File: config.mk
export PLATFORM = sky130hd
export DESIGN_NAME = radar_boot_seq
export DESIGN_NICKNAME = d
export VERILOG_FILES = /design/src/rtl/boot_seq_pkg.sv /design/src/rtl/boot_tick_timer.sv /design/src/rtl/boot_strap_latch.sv /design/src/rtl/boot_shutdown_chain.sv /design/src/rtl/radar_boot_seq.sv
export SDC_FILE = /design/constraint.sdc
export NUM_CORES = 1
export LEC_CHECK = 0
export ABC_AREA = 1
export BUFFER_PORTS_ARGS = -buffer_cell sky130_fd_sc_hd__buf_2
export CELL_PAD_IN_SITES_DETAIL_PLACEMENT = 1
export CELL_PAD_IN_SITES_GLOBAL_PLACEMENT = 1
export CORE_ASPECT_RATIO = 1.5
export CORE_MARGIN = 10
export CORE_UTILIZATION = 42
export CTS_BUF_LIST = sky130_fd_sc_hd__clkbuf_16
export CTS_CLUSTER_DIAMETER = 30
export DETAILED_ROUTE_END_ITERATION = 7
export PLACE_DENSITY = 0.95
export SYNTH_ARGS = -nofsm -noshare
export SYNTH_HDL_FRONTEND = slang
export SYNTH_SLANG_ARGS = --single-unit
export TNS_END_PERCENT = 20
File: constraint.sdc
create_clock -name clk_i -period 3.25 [get_ports clk_i]
set_clock_uncertainty 0.2 [all_clocks]
set_input_delay 0.325 -clock clk_i [delete_from_list [all_inputs] [get_ports clk_i]]
set_output_delay 0.325 -clock clk_i [all_outputs]
set_load 0.05 [all_outputs]
File: src/rtl/boot_seq_pkg.sv
package boot_seq_pkg;

  localparam int unsigned STRAP_CODE_W = 2;
  localparam int unsigned REG_W        = 16;

  typedef enum logic [STRAP_CODE_W-1:0] {
    MODE_AUTO_CW    = 2'b00,
    MODE_AUTO_PULSE = 2'b01,
    MODE_SPI_XCLK   = 2'b10,
    MODE_SPI_NOCLK  = 2'b11
  } boot_mode_e;

  typedef enum logic [3:0] {
    ST_SETTLE,
    ST_SD_WR,
    ST_SD_HOLD,
    ST_BB_WR,
    ST_BB_WAIT,
    ST_FIN_WR,
    ST_SPI_R0,
    ST_SPI_R1,
    ST_DONE
  } boot_state_e;

  localparam logic [REG_W-1:0] R0_POWERUP  = 16'h001F;
  localparam logic [REG_W-1:0] R1_BB_ON    = 16'h1037;
  localparam logic [REG_W-1:0] R1_PULSED   = 16'h0092;
  localparam logic [REG_W-1:0] R1_CW       = 16'h10B3;
  localparam logic [REG_W-1:0] REG_ALL_OFF = 16'h0000;

endpackage

File: src/rtl/boot_tick_timer.sv
module boot_tick_timer #(
  parameter int unsigned CNT_W = 8
) (
  input  logic             clk_i,
  input  logic             rst_ni,
  input  logic             step_i,
  input  logic [CNT_W-1:0] limit_i,
  output logic             hit_o
);

  logic [CNT_W-1:0] cnt_q;

  // The hit comes on the limit_i-th counted step; the count then restarts at zero.
  assign hit_o = step_i && (cnt_q == (limit_i - CNT_W'(1)));

  always_ff @(posedge clk_i or negedge rst_ni) begin
    if (!rst_ni) begin
      cnt_q <= '0;
    end else if (hit_o) begin
      cnt_q <= '0;
    end else if (step_i) begin
      cnt_q <= cnt_q + CNT_W'(1);
    end
  end

  // while counting, the count never reaches the selected limit
  p_cnt_in_range_r5: assert property (@(posedge clk_i) disable iff (!rst_ni)
    step_i |-> (cnt_q < limit_i));

endmodule

File: src/rtl/boot_strap_latch.sv
module boot_strap_latch
  import boot_seq_pkg::*;
#(
  parameter int unsigned N_STRAPS = 4
) (
  input  logic                               clk_i,
  input  logic                               rst_ni,
  input  logic                               load_i,
  input  logic [N_STRAPS*STRAP_CODE_W-1:0]   strap_i,
  output logic [N_STRAPS*STRAP_CODE_W-1:0]   strap_o,
  output logic                               captured_o,
  output boot_mode_e                         mode_o,
  output logic                               ext_clk_en_o
);

  localparam int unsigned SW = N_STRAPS * STRAP_CODE_W;

  logic [SW-1:0] strap_q;
  logic          cap_q;
  logic          xclk_q;

  always_ff @(posedge clk_i or negedge rst_ni) begin
    if (!rst_ni) begin
      strap_q <= '0;
      cap_q   <= 1'b0;
      xclk_q  <= 1'b0;
    end else if (load_i && !cap_q) begin
      strap_q <= strap_i;
      cap_q   <= 1'b1;
      xclk_q  <= (strap_i[STRAP_CODE_W-1:0] == MODE_SPI_XCLK);
    end
  end

  assign strap_o      = strap_q;
  assign captured_o   = cap_q;
  assign mode_o       = boot_mode_e'(strap_q[STRAP_CODE_W-1:0]);
  assign ext_clk_en_o = xclk_q;

  // once captured, the codes and the flag are frozen
  p_strap_frozen_r10: assert property (@(posedge clk_i) disable iff (!rst_ni)
    cap_q |=> (cap_q && $stable(strap_q) && $stable(xclk_q)));

  // the external clock request matches the captured first strap
  p_xclk_matches_r2: assert property (@(posedge clk_i) disable iff (!rst_ni)
    xclk_q |-> (cap_q && strap_q[STRAP_CODE_W-1:0] == MODE_SPI_XCLK));

endmodule

File: src/rtl/boot_shutdown_chain.sv
module boot_shutdown_chain
  import boot_seq_pkg::*;
#(
  parameter int unsigned       N_BLK = 5,
  parameter int unsigned       IDX_W = 3,
  parameter logic [REG_W-1:0]  START = R0_POWERUP,
  parameter logic [N_BLK*4-1:0] ORDER = 20'h01234
) (
  input  logic [IDX_W-1:0] idx_i,
  output logic [REG_W-1:0] word_o
);

  // Stage g holds the register-0 word after the first g+1 blocks are off.
  logic [REG_W-1:0] stage [N_BLK];

  for (genvar g = 0; g < N_BLK; g++) begin : g_stage
    localparam int unsigned BITP = int'(ORDER[g*4 +: 4]);
    if (g == 0) begin : g_first
      assign stage[g] = START & ~(REG_W'(1) << BITP);
    end else begin : g_next
      assign stage[g] = stage[g-1] & ~(REG_W'(1) << BITP);
    end
  end

  always_comb begin
    word_o = REG_ALL_OFF;
    for (int i = 0; i < N_BLK; i++) begin
      if (idx_i == IDX_W'(i)) word_o = stage[i];
    end
  end

endmodule

File: src/rtl/radar_boot_seq.sv
module radar_boot_seq
  import boot_seq_pkg::*;
#(
  parameter int unsigned        N_STRAPS     = 4,
  parameter int unsigned        SETTLE_TICKS = 200,
  parameter int unsigned        BB_TICKS     = 5000,
  parameter int unsigned        STEP_CYCLES  = 13,
  parameter int unsigned        N_BLK        = 5,
  parameter logic [N_BLK*4-1:0] SD_ORDER     = 20'h01234
) (
  input  logic                             clk_i,
  input  logic                             rst_ni,
  input  logic                             tick_i,
  input  logic [N_STRAPS*STRAP_CODE_W-1:0] strap_i,
  output logic                             wr_valid_o,
  input  logic                             wr_ready_i,
  output logic                             wr_addr_o,
  output logic [REG_W-1:0]                 wr_data_o,
  output logic                             init_done_o,
  output logic [N_STRAPS*STRAP_CODE_W-1:0] strap_o,
  output logic                             ext_clk_en_o
);

  localparam int unsigned MAX_A   = (SETTLE_TICKS > BB_TICKS) ? SETTLE_TICKS : BB_TICKS;
  localparam int unsigned MAX_LIM = (MAX_A > STEP_CYCLES) ? MAX_A : STEP_CYCLES;
  localparam int unsigned CNT_W   = $clog2(MAX_LIM + 1);
  localparam int unsigned IDX_W   = $clog2(N_BLK + 1);

  boot_state_e      state_q, state_d;
  logic [IDX_W-1:0] sd_idx_q, sd_idx_d;
  logic             t_step, t_hit;
  logic [CNT_W-1:0] t_limit;
  logic             cap_load, cap_done;
  boot_mode_e       cap_mode, live_mode;
  logic [REG_W-1:0] sd_word;
  logic             last_acc;

  boot_tick_timer #(.CNT_W(CNT_W)) i_timer (
    .clk_i  (clk_i),
    .rst_ni (rst_ni),
    .step_i (t_step),
    .limit_i(t_limit),
    .hit_o  (t_hit)
  );

  boot_strap_latch #(.N_STRAPS(N_STRAPS)) i_straps (
    .clk_i       (clk_i),
    .rst_ni      (rst_ni),
    .load_i      (cap_load),
    .strap_i     (strap_i),
    .strap_o     (strap_o),
    .captured_o  (cap_done),
    .mode_o      (cap_mode),
    .ext_clk_en_o(ext_clk_en_o)
  );

  boot_shutdown_chain #(
    .N_BLK(N_BLK),
    .IDX_W(IDX_W),
    .START(R0_POWERUP),
    .ORDER(SD_ORDER)
  ) i_chain (
    .idx_i (sd_idx_q),
    .word_o(sd_word)
  );

  assign live_mode = boot_mode_e'(strap_i[STRAP_CODE_W-1:0]);

  always_comb begin
    state_d    = state_q;
    sd_idx_d   = sd_idx_q;
    t_step     = 1'b0;
    t_limit    = '0;
    cap_load   = 1'b0;
    wr_valid_o = 1'b0;
    wr_addr_o  = 1'b0;
    wr_data_o  = REG_ALL_OFF;
    last_acc   = 1'b0;
    unique case (state_q)
      ST_SETTLE: begin
        t_step  = tick_i;
        t_limit = CNT_W'(SETTLE_TICKS);
        if (t_hit) begin
          cap_load = 1'b1;
          if (live_mode == MODE_SPI_XCLK || live_mode == MODE_SPI_NOCLK) begin
            state_d = ST_SPI_R0;
          end else begin
            state_d = ST_SD_WR;
          end
        end
      end
      ST_SD_WR: begin
        wr_valid_o = 1'b1;
        wr_data_o  = sd_word;
        if (wr_ready_i) state_d = ST_SD_HOLD;
      end
      ST_SD_HOLD: begin
        t_step  = 1'b1;
        t_limit = CNT_W'(STEP_CYCLES);
        if (t_hit) begin
          if (sd_idx_q == IDX_W'(N_BLK - 1)) begin
            state_d = ST_BB_WR;
          end else begin
            sd_idx_d = sd_idx_q + IDX_W'(1);
            state_d  = ST_SD_WR;
          end
        end
      end
      ST_BB_WR: begin
        wr_valid_o = 1'b1;
        wr_addr_o  = 1'b1;
        wr_data_o  = R1_BB_ON;
        if (wr_ready_i) state_d = ST_BB_WAIT;
      end
      ST_BB_WAIT: begin
        t_step  = tick_i;
        t_limit = CNT_W'(BB_TICKS);
        if (t_hit) state_d = ST_FIN_WR;
      end
      ST_FIN_WR: begin
        wr_valid_o = 1'b1;
        wr_addr_o  = 1'b1;
        wr_data_o  = (cap_mode == MODE_AUTO_CW) ? R1_CW : R1_PULSED;
        if (wr_ready_i) begin
          last_acc = 1'b1;
          state_d  = ST_DONE;
        end
      end
      ST_SPI_R0: begin
        wr_valid_o = 1'b1;
        if (wr_ready_i) state_d = ST_SPI_R1;
      end
      ST_SPI_R1: begin
        wr_valid_o = 1'b1;
        wr_addr_o  = 1'b1;
        if (wr_ready_i) begin
          last_acc = 1'b1;
          state_d  = ST_DONE;
        end
      end
      default: begin
        state_d = ST_DONE;
      end
    endcase
  end

  always_ff @(posedge clk_i or negedge rst_ni) begin
    if (!rst_ni) begin
      state_q  <= ST_SETTLE;
      sd_idx_q <= '0;
    end else begin
      state_q  <= state_d;
      sd_idx_q <= sd_idx_d;
    end
  end

  assign init_done_o = (state_q == ST_DONE) || last_acc;

  // an offered write holds until accepted
  p_wr_hold_r8: assert property (@(posedge clk_i) disable iff (!rst_ni)
    (wr_valid_o && !wr_ready_i) |=> (wr_valid_o && $stable(wr_addr_o) && $stable(wr_data_o)));

  // completion is sticky
  p_done_sticky_r9: assert property (@(posedge clk_i) disable iff (!rst_ni)
    init_done_o |=> init_done_o);

  // nothing is offered after completion
  p_quiet_after_done_r9: assert property (@(posedge clk_i) disable iff (!rst_ni)
    init_done_o |=> !wr_valid_o);

  // no write before the straps are captured
  p_no_wr_before_cap_r1: assert property (@(posedge clk_i) disable iff (!rst_ni)
    !cap_done |-> !wr_valid_o);

  // the dwell after a shutdown write starts with the channel idle
  p_dwell_idle_r5: assert property (@(posedge clk_i) disable iff (!rst_ni)
    (state_q == ST_SD_WR && wr_ready_i) |=> !wr_valid_o);

endmodule

# [Word-level counts from Yosys, hierarchy flattened]
# Index checks and enable logic that the tools add are counted.
# W data, S select, Z words.
[word_totals] inputBits=12 output_inout_bits=28 ff_bits=30 wordCells=74
[op_classes] reduce_logical=15 n_mux=27 bitwise=1 n_addsub=3 eq_ne=22
[ops] operator="$mux W16" n=4
[ops] operator="$pmux W16 S3" n=1
[ops] operator="$mux W13" n=3
[ops] operator="$pmux W13 S3" n=1
[ops] operator="$mux W4" n=8
[ops] operator="$pmux W4 S7" n=1
[ops] operator="$eq A4 B3 Y1 const B" n=4
[ops] operator="$add A13 B1 Y13 const B" n=1
[ops] operator="$eq A13 B13 Y1" n=1
[ops] operator="$sub A13 B1 Y13 const B" n=1
[ops] operator="$eq A4 B2 Y1 const B" n=2
[ops] operator="$ne A2 B1 Y1 const B" n=4
[ops] operator="$reduce_and A7 Y1" n=1
[ops] operator="$eq A3 B2 Y1 const B" n=2
[ops] operator="$mux W1" n=6
[ops] operator="$ne A2 B2 Y1 const B" n=3
[ops] operator="$reduce_or A5 Y1" n=1
[ops] operator="$eq A2 B2 Y1 const B" n=2
[ops] operator="$eq A4 B1 Y1 const B" n=1
[ops] operator="$eq A4 B4 Y1 const B" n=1
[ops] operator="$logic_not A4 Y1" n=1
[ops] operator="$reduce_or A2 Y1" n=2
[ops] operator="$add A3 B1 Y3 const B" n=1
[ops] operator="$eq A3 B1 Y1 const B" n=1
[ops] operator="other kinds (13)" n=15

# [Depth between registers and ports, before layout]
[depth] ltp_word=8 depth_mapped=14 depth_no_buf=14

# [Hierarchy]
# Synthesis repeated with hierarchy kept, for this count alone.
[hier_totals] hier_cells=402 area_unflattened_um2=2652.5
[by_module_without_submodules] module="boot_tick_timer" cells_each=216 area_each_um2=1395.1 n_inst=1 seq_area_each_um2=325.3
[by_module_without_submodules] module="radar_boot_seq" cells_each=121 area_each_um2=732.0 n_inst=1 seq_area_each_um2=175.2
[by_module_without_submodules] module="boot_strap_latch" cells_each=46 area_each_um2=402.9 n_inst=1 seq_area_each_um2=250.2
[by_module_without_submodules] module="boot_shutdown_chain" cells_each=19 area_each_um2=122.6 n_inst=1 seq_area_each_um2=0.0

# [Least setup slack after synthesis]
# No wires, ideal clock.
[synth_path] path_kind="flip-flop to output port" from="reg state_q[0]" to="out wr_data_o[1]" stages_incl_launch_ff=7 required_ps=2725 slack_ps=-11 path_buffers=0 t_arrival_ps=2736 path_cell_list="dfrtp_1 inv_1 nor3_1 inv_1 nor2_1 inv_1 o311ai_0"
[synth_via] elab_chain_cells=2 word_cells_on_any_way=4 cone_classes="eq/ne (3); mux (1)"
[synth_rtl] item="from (decl)" line="radar_boot_seq.sv:29" text="boot_state_e state_q, state_d;"
[synth_rtl] item="from (signal assigned)" line="radar_boot_seq.sv:152" text="state_q <= state_d;"
[synth_rtl] item="$eq A4 B3 Y1 (tied with other cells)" line="radar_boot_seq.sv:79" text="unique case (state_q)"
[synth_rtl] item="$pmux W16 S3 (*)" line="radar_boot_seq.sv:79"
[synth_rtl] item="to (decl)" line="radar_boot_seq.sv:18" text="output logic [REG_W-1:0] wr_data_o,"
# Every way passes the cells marked *; elsewhere a longest branch is shown, timed or not.

# [Worst setup path after layout]
[layout_path] from="reg sd_idx_q[1]" to="out wr_data_o[3]"
[layout_via] elab_chain_cells=7 word_cells_on_any_way=11 cone_classes="eq/ne (4); mux (6); reduce/logical (1)"
[layout_rtl] item="from (decl)" line="radar_boot_seq.sv:30" text="logic [IDX_W-1:0] sd_idx_q, sd_idx_d;"
[layout_rtl] item="from (signal assigned)" line="radar_boot_seq.sv:153" text="sd_idx_q <= sd_idx_d;"
[layout_rtl] item="$logic_not A3 Y1" line="boot_shutdown_chain.sv:28" text="if (idx_i == IDX_W'(i)) word_o = stage[i];"
[layout_rtl] item="$mux W4" line="boot_shutdown_chain.sv:28"
[layout_rtl] item="$mux W16 (3 in series)" line="boot_shutdown_chain.sv:28"
[layout_rtl] item="$mux W16 (*)" line="boot_shutdown_chain.sv:28"
[layout_rtl] item="$pmux W16 S3 (*)" line="radar_boot_seq.sv:79"
# Marks and branches as above.

==> results.cfg <==
[floorplanning]
die_height_microns = 104
core-area_sq_mm = 0.00454
rows = 30
top_level_ports = 40
die_w_microns = 76.0
die_area_sq_mm = 0.00790
start_util_pct = 43.5

[timing]
setup_viol = 0
worst_slew_pin_slew_ns = 0.699
slew-limit-headroom_pct = 53.4
layout_min_cycle_time_ns = 2.50
hold_slack_ns = 0.0473
finalMaxSlewViolations = 0
fmax_mhz = 400
hold_violations = 0
setup_ws_ns = 0.750
min_period_over_period_pct = 76.9
fin_setup_tns_ns = 0
rsz0062_at_grt = no

[logic_synthesis]
synthCells = 262
async_reset_ff_share_pct = 100
yosys.area.top_type_share_pct = 38.0
synth-main-ff-cell = dfrtp_1
yosys_warnings = 0
synth_area_leader_cell = dfrtp_1
synth_common_cells = 82 x nand2_1, 33 x inv_1, 30 x dfrtp_1
ys_seq_elements = 30
synth_cell_types = 33
synth_area_sq_mm = 0.00197
synth.most_common_cell = nand2_1
synth_edf_count = 0
synth.top_cells.by_area = dfrtp_1 38%, nand2_1 16%, inv_1 6.3%
ys_seq_area_share_pct = 38.0
syn_area_per_cell_sq_um = 7.54

[global_routing]
grt_pass1_vias = 2074
grt_first_pass_wirelength_microns = 10100
track_usage_pct = 15.7
grt_max_degree = 31
antenna_found_initial = 0
gr-total-overflow = 0

[critical_path]
slowest_stage = dfrtp_1
cp_max_fo = 4
setup.worst_path.class = reg -> out
r2r-start = state_q[0]
cp_cell_sequence = ha_1, ha_1, a21oi_1, inv_1, nor4_1, buf_2
arrival_ns = 1.98
crit_required_ns = 2.72
crit_start = sd_idx_q[1]
r2r_slack_ns = 0.98
timing.rr.end = i_straps.strap_o[1]
max_stage_delay_ns = 0.44
crit_end = wr_data_o[3]
critPathLaunchType = flip-flop
crit_path_end_kind = primary output
reg2reg_depth = 12
path_common_cell = ha_1

[clock_tree]
cts_buffer_depth = 2
clk_latency_ns = 0.28
clk_pin_slew_ns = 0.05
post_cts_buffers = 0
cts-root-buf = clkbuf_16
hold_buffers = 1
htree_levels = 2
numCtsBuffers = 5
cts_tree = built
cts_resized = 0
cts_sinks = 30

[power_and_ir_drop]
p_clk_share_pct = 59.5
power.total_mw = 1.02
switchingPower_mw = 0.200
p_leak_nw = 1.36
p_int_mw = 0.815
p_sw_share_pct = 19.7
vdd_drop_max_v = 0.000357
p_seq_share_pct = 36.8
combPwrFrac_pct = 3.6
powerDensity_mw_per_mm2 = 429

[final_layout]
regArea_sq_um = 751
multiInputGateArea_sq_mm = 0.00104
final_net_count = 317
stdcell_area_sq_mm = 0.00237
diodes = 0
fill_cells = 596
drive_above_1_share_pct = 21.3
area_delta_synth_final_pct = 19.9

[placed_design]
hpwlAfterDp_microns = 4260
portBuffers = 31
placed_area_sq_mm = 0.00217
gp_congestion = 0.829
place_ws_ns = 1.07

[drt]
route.detailed.drc = 0
drtPass1Iterations = 4
ant_nets = 0
wl_per_cell_microns = 16.5
vias_per_cell = 5.10
postRouteWirelength_microns = 6020
drt_iter0_drc = 70
routed-via-count = 1855

[worst_hold_path]
hold_class = in -> reg

[flow_run]
cap_violations = 0

[outcome]
outcome = finished clean
[cells by family after synthesis]
kind of cell,synth area share [%]
buf+inv,10.4
other cells,0.190
compound gates,7.29
fa+ha+maj,3.80
flops,38.0
simple gates,38.5
xor+xnor,1.77
[power groups by stage]
stage / combinational [mW] / sequential [mW] / clock [mW]
CTS: 0.0371 / 0.374 / 0.612
floorplan: 0.0281 / 0.380 / 0
global route: 0.0401 / 0.374 / 0.625
finish: 0.0369 / 0.374 / 0.604
global placement: 0.0356 / 0.380 / 0
detailed placement: 0.0362 / 0.380 / 0
[cell usage in the layout (no fill, tap or decap), types with 3 or more instances in the layout]
cell type	synthesis	layout
conb_1	1	8
o21ai_0	7	7
dfrtp_1	30	30
nor3_1	4	4
nand3_4	3	3
nand2_1	82	82
buf_2	0	31
nand2_4	4	4
nand2_2	5	5
inv_1	33	33
xor2_1	3	3
nor2_4	5	5
nor2_1	23	23
ha_1	6	6
nand3_1	16	16
a21oi_1	11	11
clkbuf_16	0	5
[how the worst min path moves through the flow]
stage / from / to / slack (ns) / cells past startpoint
global placement: rst_ni / i_timer.cnt_q[11] / 0.21 / 1
CTS: strap_i[5] / i_straps.strap_o[5] / 0.05 / 3
finish: strap_i[5] / i_straps.strap_o[5] / 0.05 / 3
floorplan: rst_ni / i_straps.captured_o / -0.17 / 0
global route: strap_i[5] / i_straps.strap_o[5] / 0.06 / 3
detailed placement: rst_ni / i_timer.cnt_q[10] / 0.21 / 1
[cell type report]
cell class                 instances  share of cell area, %
inverter                          36                   5.81
timing repair buffer              32                   6.98
tap                               64                   3.38
clock inverter                     3                   2.70
clock buffer                       5                   5.29
sequential                        30                   31.7
multi-input combinational        194                   44.1
[sequential cells by signal, summed over array words and instances (netlist names)]
name                   flops
state_q                    4
i_straps.captured_o        1
sd_idx_q                   3
i_straps.ext_clk_en_o      1
i_timer.cnt_q             13
i_straps.strap_o           8
[worst max-delay path: cells and delay by family (launching register included)]
kind	cells	cell delay, ns
buffers and inverters	2	0.41
AO/OA/AOI/OAI	1	0.17
flip-flops	1	0.44
AND/OR/NAND/NOR	1	0.27
adder cells (fa/ha/maj)	2	0.41
[metrics by stage]
| step | util [%] | instances |
|---|---|---|
| 2_1_floorplan | - | 269 |
| 3_3_place_gp | 47.7 | 355 |
| 3_5_place_dp | 47.7 | 355 |
| 4_1_cts | 52.1 | 364 |
| 5_1_grt | 52.1 | 364 |
| 6_report | 52.1 | 364 |
[metal layers]
| layer | vias to the layer above | share of wire, % | GRT usage (%) |
|---|---|---|---|
| met5 | - | 0 | 0 |
| met4 | 0 | 4.3 | 10.3 |
| met3 | 18 | 3.6 | 3.46 |
| met2 | 45 | 55 | 29.1 |
| met1 | 919 | 37 | 14.8 |
| li1 | 873 | - | - |
Power figures use the tool's default switching activity.
